[src/rtl/frm_tx_pkg.sv]
package frm_tx_pkg;

   localparam int BYTE_BITS = 8;
   localparam int SIG_BITS  = 4;

   typedef enum logic {
      FMT_193 = 1'b0,
      FMT_256 = 1'b1
   } frame_fmt_e;

   typedef struct packed {
      logic rise;
      logic fall;
   } clk_ev_t;

endpackage

[src/rtl/frm_tx_sync.sv]
module frm_tx_sync #(
   parameter int STAGES = 2,
   parameter int WIDTH  = 2
) (
   input  logic             clk,
   input  logic             rst_n,
   input  logic [WIDTH-1:0] d_i,
   output logic [WIDTH-1:0] q_o
);

   generate
      if (STAGES == 0) begin : g_bypass
         assign q_o = d_i;
      end else begin : g_chain
         logic [WIDTH-1:0] stg_q [STAGES];
         always_ff @(posedge clk or negedge rst_n) begin
            if (!rst_n) begin
               for (int i = 0; i < STAGES; i++) stg_q[i] <= '0;
            end else begin
               stg_q[0] <= d_i;
               for (int i = 1; i < STAGES; i++) stg_q[i] <= stg_q[i-1];
            end
         end
         assign q_o = stg_q[STAGES-1];
      end
   endgenerate

endmodule

[src/rtl/frm_tx_phase.sv]
module frm_tx_phase
   import frm_tx_pkg::*;
(
   input  logic clk,
   input  logic rst_n,
   input  logic ser_s_i,
   input  logic fp_s_i,
   input  logic cfg_fp_fall_i,
   input  logic cfg_dat_fall_i,
   input  logic cfg_fp_inv_i,
   input  logic cfg_x2_i,
   input  logic cfg_x2_late_i,
   output logic hit_o,
   output logic upd_o
);

   logic    ser_q;
   logic    ph_q;
   logic    lock_q;
   clk_ev_t ev;
   logic    fp_edge;
   logic    dat_edge;
   logic    fp_act;
   logic    cur_ph;

   always_ff @(posedge clk or negedge rst_n) begin
      if (!rst_n) ser_q <= 1'b0;
      else        ser_q <= ser_s_i;
   end

   assign ev.rise  = ser_s_i & ~ser_q;
   assign ev.fall  = ~ser_s_i & ser_q;
   assign fp_edge  = cfg_fp_fall_i  ? ev.fall : ev.rise;
   assign dat_edge = cfg_dat_fall_i ? ev.fall : ev.rise;
   assign fp_act   = fp_s_i ^ cfg_fp_inv_i;

   // Phase of the current bit period: 0 = first clock cycle of the bit.
   always_comb begin
      cur_ph = ph_q;
      hit_o  = 1'b0;
      if (fp_edge) begin
         if (!cfg_x2_i) begin
            cur_ph = 1'b0;
            hit_o  = fp_act;
         end else if (!lock_q) begin
            cur_ph = fp_act ? 1'b0 : ~ph_q;
            hit_o  = fp_act;
         end else begin
            cur_ph = ~ph_q;
            hit_o  = fp_act & ~cur_ph;
         end
      end
   end

   assign upd_o = dat_edge & (~cfg_x2_i | (cur_ph == cfg_x2_late_i));

   always_ff @(posedge clk or negedge rst_n) begin
      if (!rst_n) begin
         ph_q   <= 1'b0;
         lock_q <= 1'b0;
      end else begin
         if (fp_edge) ph_q <= cur_ph;
         if (hit_o)   lock_q <= 1'b1;
      end
   end

   // once the bit phase is locked it stays locked
   a_r5_lock_sticky: assert property (@(posedge clk) disable iff (!rst_n)
      lock_q |=> lock_q);

   // an accepted pulse always marks the first half of a bit
   a_r5_hit_first_phase: assert property (@(posedge clk) disable iff (!rst_n)
      hit_o |=> (ph_q == 1'b0) && lock_q);

endmodule

[src/rtl/frm_tx_pos.sv]
module frm_tx_pos #(
   parameter int LEN_256 = 256,
   parameter int LEN_193 = 193,
   parameter int POS_W   = 8
) (
   input  logic             clk,
   input  logic             rst_n,
   input  logic             hit_i,
   input  logic             upd_i,
   input  logic             cfg_e1_i,
   output logic [POS_W-1:0] pos_nxt_o,
   output logic             sync_nxt_o,
   output logic             sync_o
);

   logic [POS_W-1:0] pos_q;
   logic             sync_q;
   logic             pend_q;
   logic             pend_nxt;
   logic [POS_W-1:0] last_pos;

   assign last_pos = cfg_e1_i ? POS_W'(LEN_256 - 1) : POS_W'(LEN_193 - 1);

   always_comb begin
      pos_nxt_o  = pos_q;
      sync_nxt_o = sync_q;
      pend_nxt   = pend_q;
      if (upd_i) begin
         if (hit_i || pend_q) begin
            pos_nxt_o  = '0;
            sync_nxt_o = 1'b1;
            pend_nxt   = 1'b0;
         end else if (pos_q >= last_pos) begin
            pos_nxt_o = '0;
         end else begin
            pos_nxt_o = pos_q + 1'b1;
         end
      end else if (hit_i) begin
         pend_nxt = 1'b1;
      end
   end

   always_ff @(posedge clk or negedge rst_n) begin
      if (!rst_n) begin
         pos_q  <= '0;
         sync_q <= 1'b0;
         pend_q <= 1'b0;
      end else begin
         pos_q  <= pos_nxt_o;
         sync_q <= sync_nxt_o;
         pend_q <= pend_nxt;
      end
   end

   assign sync_o = sync_q;

   // a pulse on an update edge restarts the stream at position 0
   a_r4_pulse_restarts: assert property (@(posedge clk) disable iff (!rst_n)
      (hit_i && upd_i) |=> (pos_q == '0) && sync_q);

   // the position never leaves the active frame length
   a_r10_pos_in_frame: assert property (@(posedge clk) disable iff (!rst_n)
      pos_q <= last_pos);

endmodule

[src/rtl/frm_tx_map.sv]
module frm_tx_map #(
   parameter int NUM_TS  = 32,
   parameter int CHW     = 5,
   parameter int POS_W   = 8,
   parameter int LEN_256 = 256,
   parameter int LEN_193 = 193
) (
   input  logic [POS_W-1:0]    pos_i,
   input  logic                cfg_e1_i,
   input  logic [2:0]          cfg_bit_ofs_i,
   input  logic [CHW-1:0]      cfg_ch_ofs_i,
   input  logic                t1_fbit_i,
   input  logic [NUM_TS*8-1:0] slot_data_i,
   input  logic [NUM_TS*4-1:0] slot_sig_i,
   output logic                dat_o,
   output logic                sig_o
);

   localparam int SW = POS_W + 1;

   logic [SW-1:0]    len;
   logic [SW-1:0]    ofs;
   logic [SW-1:0]    ofs_m;
   logic [SW-1:0]    pos_w;
   logic [SW-1:0]    fbit_idx;
   logic [SW-1:0]    chan_idx;
   logic [CHW-1:0]   ts;
   logic [2:0]       bpos;
   logic             is_frame_bit;

   assign len   = cfg_e1_i ? SW'(LEN_256) : SW'(LEN_193);
   assign ofs   = SW'({cfg_ch_ofs_i, cfg_bit_ofs_i});
   assign ofs_m = (ofs >= len) ? ofs - len : ofs;
   assign pos_w = SW'(pos_i);

   always_comb begin
      if (pos_w >= ofs_m) fbit_idx = pos_w - ofs_m;
      else                fbit_idx = pos_w + len - ofs_m;
   end

   assign is_frame_bit = ~cfg_e1_i & (fbit_idx == '0);
   assign chan_idx     = cfg_e1_i ? fbit_idx : fbit_idx - 1'b1;
   assign ts           = chan_idx[POS_W-1:3];
   assign bpos         = chan_idx[2:0];

   always_comb begin
      if (is_frame_bit) begin
         dat_o = t1_fbit_i;
         sig_o = 1'b0;
      end else begin
         dat_o = slot_data_i[{ts, ~bpos}];
         sig_o = bpos[2] & slot_sig_i[{ts, ~bpos[1:0]}];
      end
   end

endmodule

[src/rtl/frm_slave_tx.sv]
module frm_slave_tx
   import frm_tx_pkg::*;
#(
   parameter int NUM_TS      = 32,
   parameter int T1_CH       = 24,
   parameter int SYNC_STAGES = 2,
   localparam int CHW        = $clog2(NUM_TS)
) (
   input  logic                        clk,
   input  logic                        rst_n,
   input  logic                        ser_clk_i,
   input  logic                        fp_i,
   input  logic                        cfg_fp_fall_i,
   input  logic                        cfg_dat_fall_i,
   input  logic                        cfg_x2_i,
   input  logic                        cfg_x2_late_i,
   input  logic                        cfg_fp_inv_i,
   input  logic                        cfg_e1_i,
   input  logic [2:0]                  cfg_bit_ofs_i,
   input  logic [CHW-1:0]              cfg_ch_ofs_i,
   input  logic                        t1_fbit_i,
   input  logic [NUM_TS*BYTE_BITS-1:0] slot_data_i,
   input  logic [NUM_TS*SIG_BITS-1:0]  slot_sig_i,
   output logic                        ser_dat_o,
   output logic                        ser_sig_o
);

   localparam int POS_W   = CHW + 3;
   localparam int LEN_256 = NUM_TS * BYTE_BITS;
   localparam int LEN_193 = T1_CH * BYTE_BITS + 1;

   generate
      if (NUM_TS != (1 << CHW)) begin : g_bad_ts
         $error("NUM_TS must be a power of two");
      end
      if (LEN_193 > LEN_256) begin : g_bad_t1
         $error("T1_CH channels do not fit in NUM_TS slots");
      end
      if (2 * LEN_193 <= (1 << POS_W) - 1) begin : g_bad_ofs
         $error("largest start delay must stay below twice the short frame");
      end
      if (SYNC_STAGES < 0) begin : g_bad_sync
         $error("SYNC_STAGES must not be negative");
      end
   endgenerate

   logic [1:0]       raw_in;
   logic [1:0]       syn_in;
   logic             hit;
   logic             upd;
   logic [POS_W-1:0] pos_nxt;
   logic             sync_nxt;
   logic             sync_q;
   logic             map_dat;
   logic             map_sig;
   frame_fmt_e       fmt;

   assign raw_in = {ser_clk_i, fp_i};
   assign fmt    = frame_fmt_e'(cfg_e1_i);

   frm_tx_sync #(.STAGES(SYNC_STAGES), .WIDTH(2)) u_sync (
      .clk   (clk),
      .rst_n (rst_n),
      .d_i   (raw_in),
      .q_o   (syn_in)
   );

   frm_tx_phase u_phase (
      .clk            (clk),
      .rst_n          (rst_n),
      .ser_s_i        (syn_in[1]),
      .fp_s_i         (syn_in[0]),
      .cfg_fp_fall_i  (cfg_fp_fall_i),
      .cfg_dat_fall_i (cfg_dat_fall_i),
      .cfg_fp_inv_i   (cfg_fp_inv_i),
      .cfg_x2_i       (cfg_x2_i),
      .cfg_x2_late_i  (cfg_x2_late_i),
      .hit_o          (hit),
      .upd_o          (upd)
   );

   frm_tx_pos #(.LEN_256(LEN_256), .LEN_193(LEN_193), .POS_W(POS_W)) u_pos (
      .clk        (clk),
      .rst_n      (rst_n),
      .hit_i      (hit),
      .upd_i      (upd),
      .cfg_e1_i   (fmt == FMT_256),
      .pos_nxt_o  (pos_nxt),
      .sync_nxt_o (sync_nxt),
      .sync_o     (sync_q)
   );

   frm_tx_map #(
      .NUM_TS(NUM_TS), .CHW(CHW), .POS_W(POS_W),
      .LEN_256(LEN_256), .LEN_193(LEN_193)
   ) u_map (
      .pos_i         (pos_nxt),
      .cfg_e1_i      (fmt == FMT_256),
      .cfg_bit_ofs_i (cfg_bit_ofs_i),
      .cfg_ch_ofs_i  (cfg_ch_ofs_i),
      .t1_fbit_i     (t1_fbit_i),
      .slot_data_i   (slot_data_i),
      .slot_sig_i    (slot_sig_i),
      .dat_o         (map_dat),
      .sig_o         (map_sig)
   );

   always_ff @(posedge clk or negedge rst_n) begin
      if (!rst_n) begin
         ser_dat_o <= 1'b0;
         ser_sig_o <= 1'b0;
      end else if (upd) begin
         ser_dat_o <= sync_nxt & map_dat;
         ser_sig_o <= sync_nxt & map_sig;
      end
   end

   // outputs hold between data-update edges
   a_r3_quiet_between: assert property (@(posedge clk) disable iff (!rst_n)
      !upd |=> $stable(ser_dat_o) && $stable(ser_sig_o));

   // nothing is driven before the first accepted pulse
   a_r1_idle_until_sync: assert property (@(posedge clk) disable iff (!rst_n)
      !sync_q |-> !ser_dat_o && !ser_sig_o);

endmodule

[config.mk]
export PLATFORM = sky130hd
export DESIGN_NAME = frm_slave_tx
export DESIGN_NICKNAME = d
export VERILOG_FILES = /design/src/rtl/frm_tx_pkg.sv /design/src/rtl/frm_tx_sync.sv /design/src/rtl/frm_tx_phase.sv /design/src/rtl/frm_tx_pos.sv /design/src/rtl/frm_tx_map.sv /design/src/rtl/frm_slave_tx.sv
export SDC_FILE = /design/constraint.sdc
export NUM_CORES = 1
export LEC_CHECK = 0
export ABC_AREA = 1
export BUFFER_PORTS_ARGS = -buffer_cell sky130_fd_sc_hd__buf_2
export CAP_MARGIN = 20
export CORE_AREA = 2 2 156 158
export CTS_CLUSTER_DIAMETER = 60
export DETAILED_ROUTE_END_ITERATION = 8
export DIE_AREA = 0 0 158 160
export GPL_TIMING_DRIVEN = 0
export SYNTH_ARGS = -nofsm -noshare
export SYNTH_HDL_FRONTEND = slang
export SYNTH_HIERARCHICAL = 1
export SYNTH_SLANG_ARGS = --single-unit
[constraint.sdc]
create_clock -name clk -period 5.9 [get_ports clk]
set_input_delay 0.295 -clock clk [delete_from_list [all_inputs] [get_ports clk]]
set_output_delay 0.295 -clock clk [all_outputs]
set_load 0.01 [all_outputs]
==> key figures, run 1 <==
Clock network
  – Worst skew pair latency: between 0.2 and 0.3 ns
  – Clock transition at path regs: ~0.05 ns
  – CTS buffer count: 3
  – H-tree levels: 1
  – Root Buffer: clkbuf_16
  – Bufs on Longest Clock Path: 2
  – Clk sinks: 19
  – CTS tree: done

Synth
  – Synth cell types: 38
  – Synth top cells by count: nand2_1 (550), nand3_1 (372), inv_1 (249)
  – Mapped Nets: 1,905
  – Syn_area_per_cell: between 4 and 5 um2
  – Ranking of synthesized cells by area: nand2_1 (29%), nand3_1 (26%), inv_1 (13%)
  – FF+latch count, synth: 19
  – Yosys top cell by area: nand2_1
  – Register area share after synthesis: 0.0659
  – EDFF count, synth: 0
  – Post-Syn Area: around 7200 um2
  – Syn Inst Count: 1,466
  – Synth top area share: 0.286
  – Async SR Flop Fraction: 1.00
  – Top-count cell post-synth: nand2_1
  – Post-synth top flop: dfrtp_1
  – Yosys synthesis warning count: 6

Pwr
  – Comb power frac: 0.944
  – Clk pwr share: 0.025
  – Switching pwr: around 3700 uW
  – Total power: ~5600 uW
  – Int Power: between 1500 and 2000 uW
  – LEAKAGE: just over 0.006 uW
  – Flop pwr share: 0.031
  – Switching share of power: 0.656
  – Power per cell area: approximately 570 nW/um2
  – Worst IR Drop VDD: 0.000305 V

Timing
  – Final hold slack: roughly 0.15 ns
  – Rel. slew slack: 0.498
  – Achievable Freq: 182 MHz
  – Slew Viols, Final: 0
  – Final Hold Viols: 0
  – Min Tclk post-route: 5.50 ns
  – Final setup vio count: 0
  – Clock Skew: about 0.0036 ns
  – Tcrit/Tclk final: 0.933
  – Slew @ Worst Pin: approximately 0.75 ns

Worst setup path
  – Crit Path Category: in -> reg
  – CP startpoint kind: input pin
  – CP Max Fanout: 15
  – Setup crit end kind: flip-flop
  – Critical path data required time: ~6.0 ns
  – CP peak stage delay: between 0.3 and 0.4 ns
  – Data arrival time of the worst path: around 5.6 ns
  – Slowest cell on the critical path: ha_4

Floorplan
  – Top Ports: 405
  – Die Height: 160 um
  – Core footprint: 23,800 um2
  – Starting Density: 0.303
  – Chip width: roughly 160 um
  – Row cnt: 57
  – Die ar.: about 25,000 um2

Run
  – Max-cap violation count: 0

Global routing
  – Gr usage total: 0.298
  – First-pass GRT wire length: about 58,000 um
  – Pin count of the biggest net entering global routing: 20
  – Initial antenna violation count: 6
  – Remaining global-route overflow: 0
  – Number of global-route vias before repair: 10,300

Routing
  – Via count: roughly 11,000
  – ANT nets after route: 0
  – Drt total wl: about 40,000 um
  – DRT iter0 DRCs: slightly above 900
  – Via/cell ratio: between 4 and 5
  – Drt wl/cell: 17.9 um
  – First-pass DRT Iterations: 5
  – # DRC: 0

Layout
  – Post-layout nets: roughly 2,300
  – Design area: 9880 um2
  – Layout cells sized above 1: 0.277
  – Post-Layout Cell Count: between 2,000 and 2,500
  – Synthesis-to-finish area growth: 36.9%
  – Final Util: 0.415

Place
  – Area after DPL: 9640 um2
  – Detailed Place HPWL: between 30,000 and 40,000 um
  – I/O Buffers: between 400 and 500
  – Placed cells: roughly 2,200
  – GP Congestion: 1.01

Outcome
  – Status: finished clean

Hold path
  – Min-delay worst type: in -> reg
[path summary, 6_finish.rpt]
kind	startpoint	end	slack, ns	cells after the start
setup / recovery	cfg_e1_i	ser_sig_o	0.40	40
hold reg to reg	u_sync/g_chain.stg_q[2]	u_sync/q_o[0]	0.35	0
min in group asynchronous	rst_n	u_sync/g_chain.stg_q[3]	0.52	2
setup reg to reg	u_sync/q_o[1]	ser_sig_o	0.42	42
hold / removal	fp_i	u_sync/g_chain.stg_q[2]	0.15	1
max in group asynchronous	rst_n	u_pos/pos_q[4]	5.06	2
[sequential cells by signal, indices dropped and copies added (netlist names)]
signal and count:
u_pos/sync_o 1, ser_dat_o 1, u_phase/lock_q 1, u_pos/pend_q 1, ser_sig_o 1, u_phase/ser_q 1
u_phase/ph_q 1, u_sync/g_chain.stg_q 2, u_pos/pos_q 8, u_sync/q_o 2
[power by group through the flow]
stage / clock network, uW / registers (uW) / logic (uW)
2_1_floorplan: 0 / 174 / 3300
3_3_place_gp: 0 / 179 / 5100
3_5_place_dp: 0 / 178 / 5100
4_1_cts: 144 / 177 / 5130
5_1_grt: 151 / 182 / 5800
6_report: 139 / 177 / 5330
[critical path: cells and delay by family]
family / cells / cell delay, ns
compound gates: 1 / 0.12
xor+xnor: 1 / 0.16
fa+ha+maj: 3 / 0.88
buf+inv: 9 / 1.27
simple gates: 26 / 2.92
[routing by layer]
metal  up-vias  wire, um  GRT usage
met1      4934     16500      0.390
li1       5398         -          -
met2       505     19000      0.520
met3        62      2860     0.0263
met4         2      1120     0.0848
met5         -        13          0
[cell type report]
type	count	area [um2]
fillers	2897	13900
plain buffers	78	449
diodes	5	12.5
well taps	324	405
inverters	255	966
multi-input cells	1112	5440
repair buffers	408	2060
flip-flops and latches	19	475
clock buffers	4	78.8
[timing repair]
action                                  CTS  global route
resized for setup                         7            44
pin swaps                                 0             5
buffers inserted                          0             3
hold buffers                              1             0
endpoints found under the hold margin    10             0
endpoints found under the setup margin    2             2
[through the flow]
| step | setup slack, ns | TNS [ns] |
|---|---|---|
| 3_3_place_gp | -0.598 | -1.15 |
| 6_report | 0.396 | 0 |
| 3_5_place_dp | -0.701 | -1.37 |
| 5_1_grt | -0.0429 | -0.0843 |
| 4_1_cts | 0.0106 | 0 |
| 2_1_floorplan | 0.949 | 0 |
[cells by family after synthesis]
logic type                 synth area share
and+or+nand+nor                       0.617
buffers and inverters                 0.188
AOI/OAI and AO/OA                    0.0387
adders and majority gates            0.0697
DFF                                  0.0659
xor gates and xnor gates             0.0206
[layout by cell type, fill, tap and decap left out, types with 3 or more instances in the layout]
| cell | n |
|---|---|
| nand2_4 | 4 |
| nand3b_1 | 9 |
| xor2_1 | 16 |
| a21oi_1 | 15 |
| o21ai_1 | 6 |
| or2_2 | 5 |
| clkbuf_1 | 14 |
| inv_1 | 248 |
| diode_2 | 5 |
| nand4_1 | 8 |
| fa_1 | 7 |
| clkbuf_16 | 3 |
| nor2_1 | 33 |
| buf_4 | 11 |
| nand3_2 | 6 |
| nand3_1 | 371 |
| o21ai_0 | 21 |
| inv_2 | 4 |
| nor2_2 | 5 |
| buf_2 | 444 |
| ha_1 | 27 |
| clkbuf_2 | 3 |
| dfrtp_1 | 19 |
| buf_6 | 6 |
| nand2_1 | 546 |
| nand2_2 | 14 |
| buf_1 | 4 |
(Power assumes the default switching activity.)
==> inputs of run 2 (changes only) <==
--- a/config.mk
+++ b/config.mk
@@ -13,6 +13,8 @@
 export DETAILED_ROUTE_END_ITERATION = 8
 export DIE_AREA = 0 0 158 160
 export GPL_TIMING_DRIVEN = 0
+export RECOVER_POWER = 50
+export SETUP_SLACK_MARGIN = 0.02
 export SYNTH_ARGS = -nofsm -noshare
 export SYNTH_HDL_FRONTEND = slang
 export SYNTH_HIERARCHICAL = 1
==> constraint.sdc (replaced) <==
create_clock -name clk -period 6.15 [get_ports clk]
set_input_delay 0.3075 -clock clk [delete_from_list [all_inputs] [get_ports clk]]
set_output_delay 0.3075 -clock clk [all_outputs]
set_load 0.01 [all_outputs]
==> run 2 against run 1 <==
  * Final cell count about the same
  * Die area unchanged
  * Worst hold slack better by 0.012 ns
  * Setup slack better by 0.033 ns
  * Clock skew about the same
  * Via count down 0.17%
  * Critical path depth unchanged
  * Clock power down 4%
  * Critical path type unchanged
  * First-iteration DRC count up 3.5%
==> key figures, run 2 (synthesized netlist as in run 1, its figures left out) <==
Floorplan
  – Top Ports: 405 (unchanged)
  – Die ar.: 25,300 um2 (unchanged)
  – Chip width: 158 um (unchanged)
  – Core footprint: 23,800 um2 (unchanged)
  – Starting Density: 0.303 (unchanged)
  – Die Height: 160 um (unchanged)
  – Row cnt: 57 (unchanged)

Layout
  – Synthesis-to-finish area growth: 35.7%
  – Post-layout nets: 2,314 (-0.086%)
  – Most frequent cells in the layout: nand2_1 (548), buf_2 (444), nand3_1 (372), inv_1 (248), nor2_1 (34)
  – Sequential cell area: 475 um2 (unchanged)
  – Largest Register: u_pos/pos_q
  – Max reg flops: 8 (unchanged)
  – Design area: 9790 um2 (-0.91%)
  – Fillcell total: 2,899 (+0.069%)
  – Commonest non-fill, non-tap cell in the layout: nand2_1
  – Multi-input logic area: 5400 um2 (-0.64%)
  – Layout cells sized above 1: 0.272 (-0.00504)

Clock network
  – Hold Buf Count CTS: 0 (-1)
  – CTS tree: done
  – Worst skew pair latency: 0.25 ns (about the same)
  – Clk sinks: 19 (unchanged)
  – CTS buffer count: 3 (unchanged)
  – Clock transition at path regs: 0.06 ns (about the same)
  – H-tree levels: 1 (unchanged)
  – Bufs on Longest Clock Path: 2 (unchanged)
  – Root Buffer: clkbuf_16

Global routing
  – Remaining global-route overflow: 0 (unchanged)
  – Pin count of the biggest net entering global routing: 20 (unchanged)
  – First-pass GRT wire length: 57,700 um (about the same)
  – Number of global-route vias before repair: 10,300 (-0.0097%)
  – Initial antenna violation count: 6 (unchanged)
  – Gr usage total: 0.298 (about the same)

Worst setup path
  – Crit Path Category: in -> reg
  – CP Depth: 40 (unchanged)
  – CP Buf/Inv Count: 9 (unchanged)
  – Setup crit end kind: flip-flop
  – Crit path max-delay family: simple AND/OR/NAND/NOR gates
  – Reg2Reg Depth: 42 (unchanged)
  – Setup slack, reg-to-reg: 0.46 ns (+0.04 ns)
  – Worst Setup EP: ser_sig_o
  – CP peak stage delay: 0.36 ns (+0.05 ns)
  – Critical R2R Launch: u_sync/q_o[1]
  – Worst r2r dst: ser_sig_o
  – Data arrival time of the worst path: 5.86 ns (+0.22 ns)
  – Slowest cell on the critical path: ha_1
  – Worst setup path start: cfg_e1_i
  – Critical path data required time: 6.29 ns (+0.25 ns)
  – CP startpoint kind: input pin
  – CP Max Fanout: 15 (unchanged)

Timing
  – Final setup vio count: 0 (unchanged)
  – Final Hold Viols: 0 (unchanged)
  – Rel. slew slack: 0.275 (-0.223)
  – Min Tclk post-route: around 5.7 ns
  – Slew @ Worst Pin: 1.09 ns (+0.334 ns)
  – Tcrit/Tclk final: 0.930
  – Slew Viols, Final: 0 (unchanged)
  – Clock Skew: 0.00395 ns (+0.000331 ns)
  – Achievable Freq: about 170 MHz

Pwr
  – Flop pwr share: 0.032 (about the same)
  – Switching share of power: 0.662 (+0.00587)
  – Int Power: 1810 uW (-6.9%)
  – Worst IR Drop VDD: 0.000288 V (-5.7%)
  – LEAKAGE: 0.00605 uW (-0.58%)
  – Power per cell area: 546 nW/um2 (-4.4%)
  – Clk pwr share: 0.025 (about the same)
  – Switching pwr: 3540 uW (-4.5%)
  – Comb power frac: 0.943 (about the same)
  – Total power: 5350 uW (-5.3%)

Place
  – I/O Buffers: 404 (unchanged)
  – Detailed Place HPWL: 33,300 um (unchanged)
  – Area after DPL: 9640 um2 (unchanged)
  – GP Congestion: 1.01 (unchanged)

Routing
  – ANT nets after route: 0 (unchanged)
  – Via/cell ratio: 4.94 (about the same)
  – Via count: 10,900 (-0.17%)
  – # DRC: 0 (unchanged)
  – First-pass DRT Iterations: 6 (+1)
  – Drt total wl: 39,600 um (+0.18%)
  – Drt wl/cell: 18.0 um (+0.28%)
  – DRT iter0 DRCs: 945 (+3.5%)

Hold path
  – Hold Crit Start: fp_i
  – Worst hold stages: 1 (unchanged)
  – Min-delay worst type: in -> reg

Outcome
  – Status: finished clean

Run
  – Max-cap violation count: 0 (unchanged)
==> run 2: cell count changes in the layout (fill, tap and decap cells not counted), moves of 2 or more <==
cell / change
buf_6: -3
clkbuf_1: +3
buf_8: -2
nand2_1: +2
==> run 2: repair_timing <==
action,4_1_cts,5_1_grt
setup endpoints to repair,2,2
pin swaps,0,1
buffers inserted,0,1
gates resized for setup,0,32
==> run 2: per-layer routing <==
layer | global-route usage | wire [um] | up-vias | share of wire
met2 | 0.520 | 19000 | 508 | 0.48
met5 | 0 | 13 | - | 0.00033
met4 | 0.0848 | 1140 | 2 | 0.029
met1 | 0.390 | 16400 | 4915 | 0.41
met3 | 0.0263 | 2990 | 63 | 0.076
li1 | - | - | 5395 | -
==> run 2: final cells by class <==
cell class,count,area share
diodes,5,0.00128
plain buffers,79,0.0427
clock buffers,4,0.00805
inverters,255,0.0989
multi-input cells,1112,0.552
flip-flops and latches,19,0.0486
well taps,324,0.0414
repair buffers,405,0.207
==> run 2: power by group through the flow <==
stage	Sequential [uW]	Clock [uW]	Combinational [uW]
finish	170	134	5040
global route	174	145	5480
CTS	170	138	4910
detailed placement	171	0	4890
global placement	171	0	4890
floorplan	167	0	3170
==> run 2: worst min-delay path by stage <==
stage | to | slack, ns
6_report | u_sync/g_chain.stg_q[2] | 0.16
3_3_place_gp | u_sync/g_chain.stg_q[3] | 0.28
2_1_floorplan | ser_dat_o | 0.01
5_1_grt | u_sync/g_chain.stg_q[2] | 0.16
4_1_cts | u_sync/g_chain.stg_q[3] | 0.007
3_5_place_dp | u_sync/g_chain.stg_q[3] | 0.28
==> run 2: stage by stage <==
stage               setup WS [ns]  cells  TNS (ns)   util  hold WS (ns)
detailed placement         -0.463   2194    -0.895  0.405         0.280
CTS                         0.122   2197         0  0.408       0.00714
finish                      0.429   2203         0  0.411         0.160
global placement           -0.361   2194    -0.671  0.405         0.278
floorplan                    1.19   1466         0      -        0.0119
global route             -0.00777   2203  -0.00793  0.411         0.156
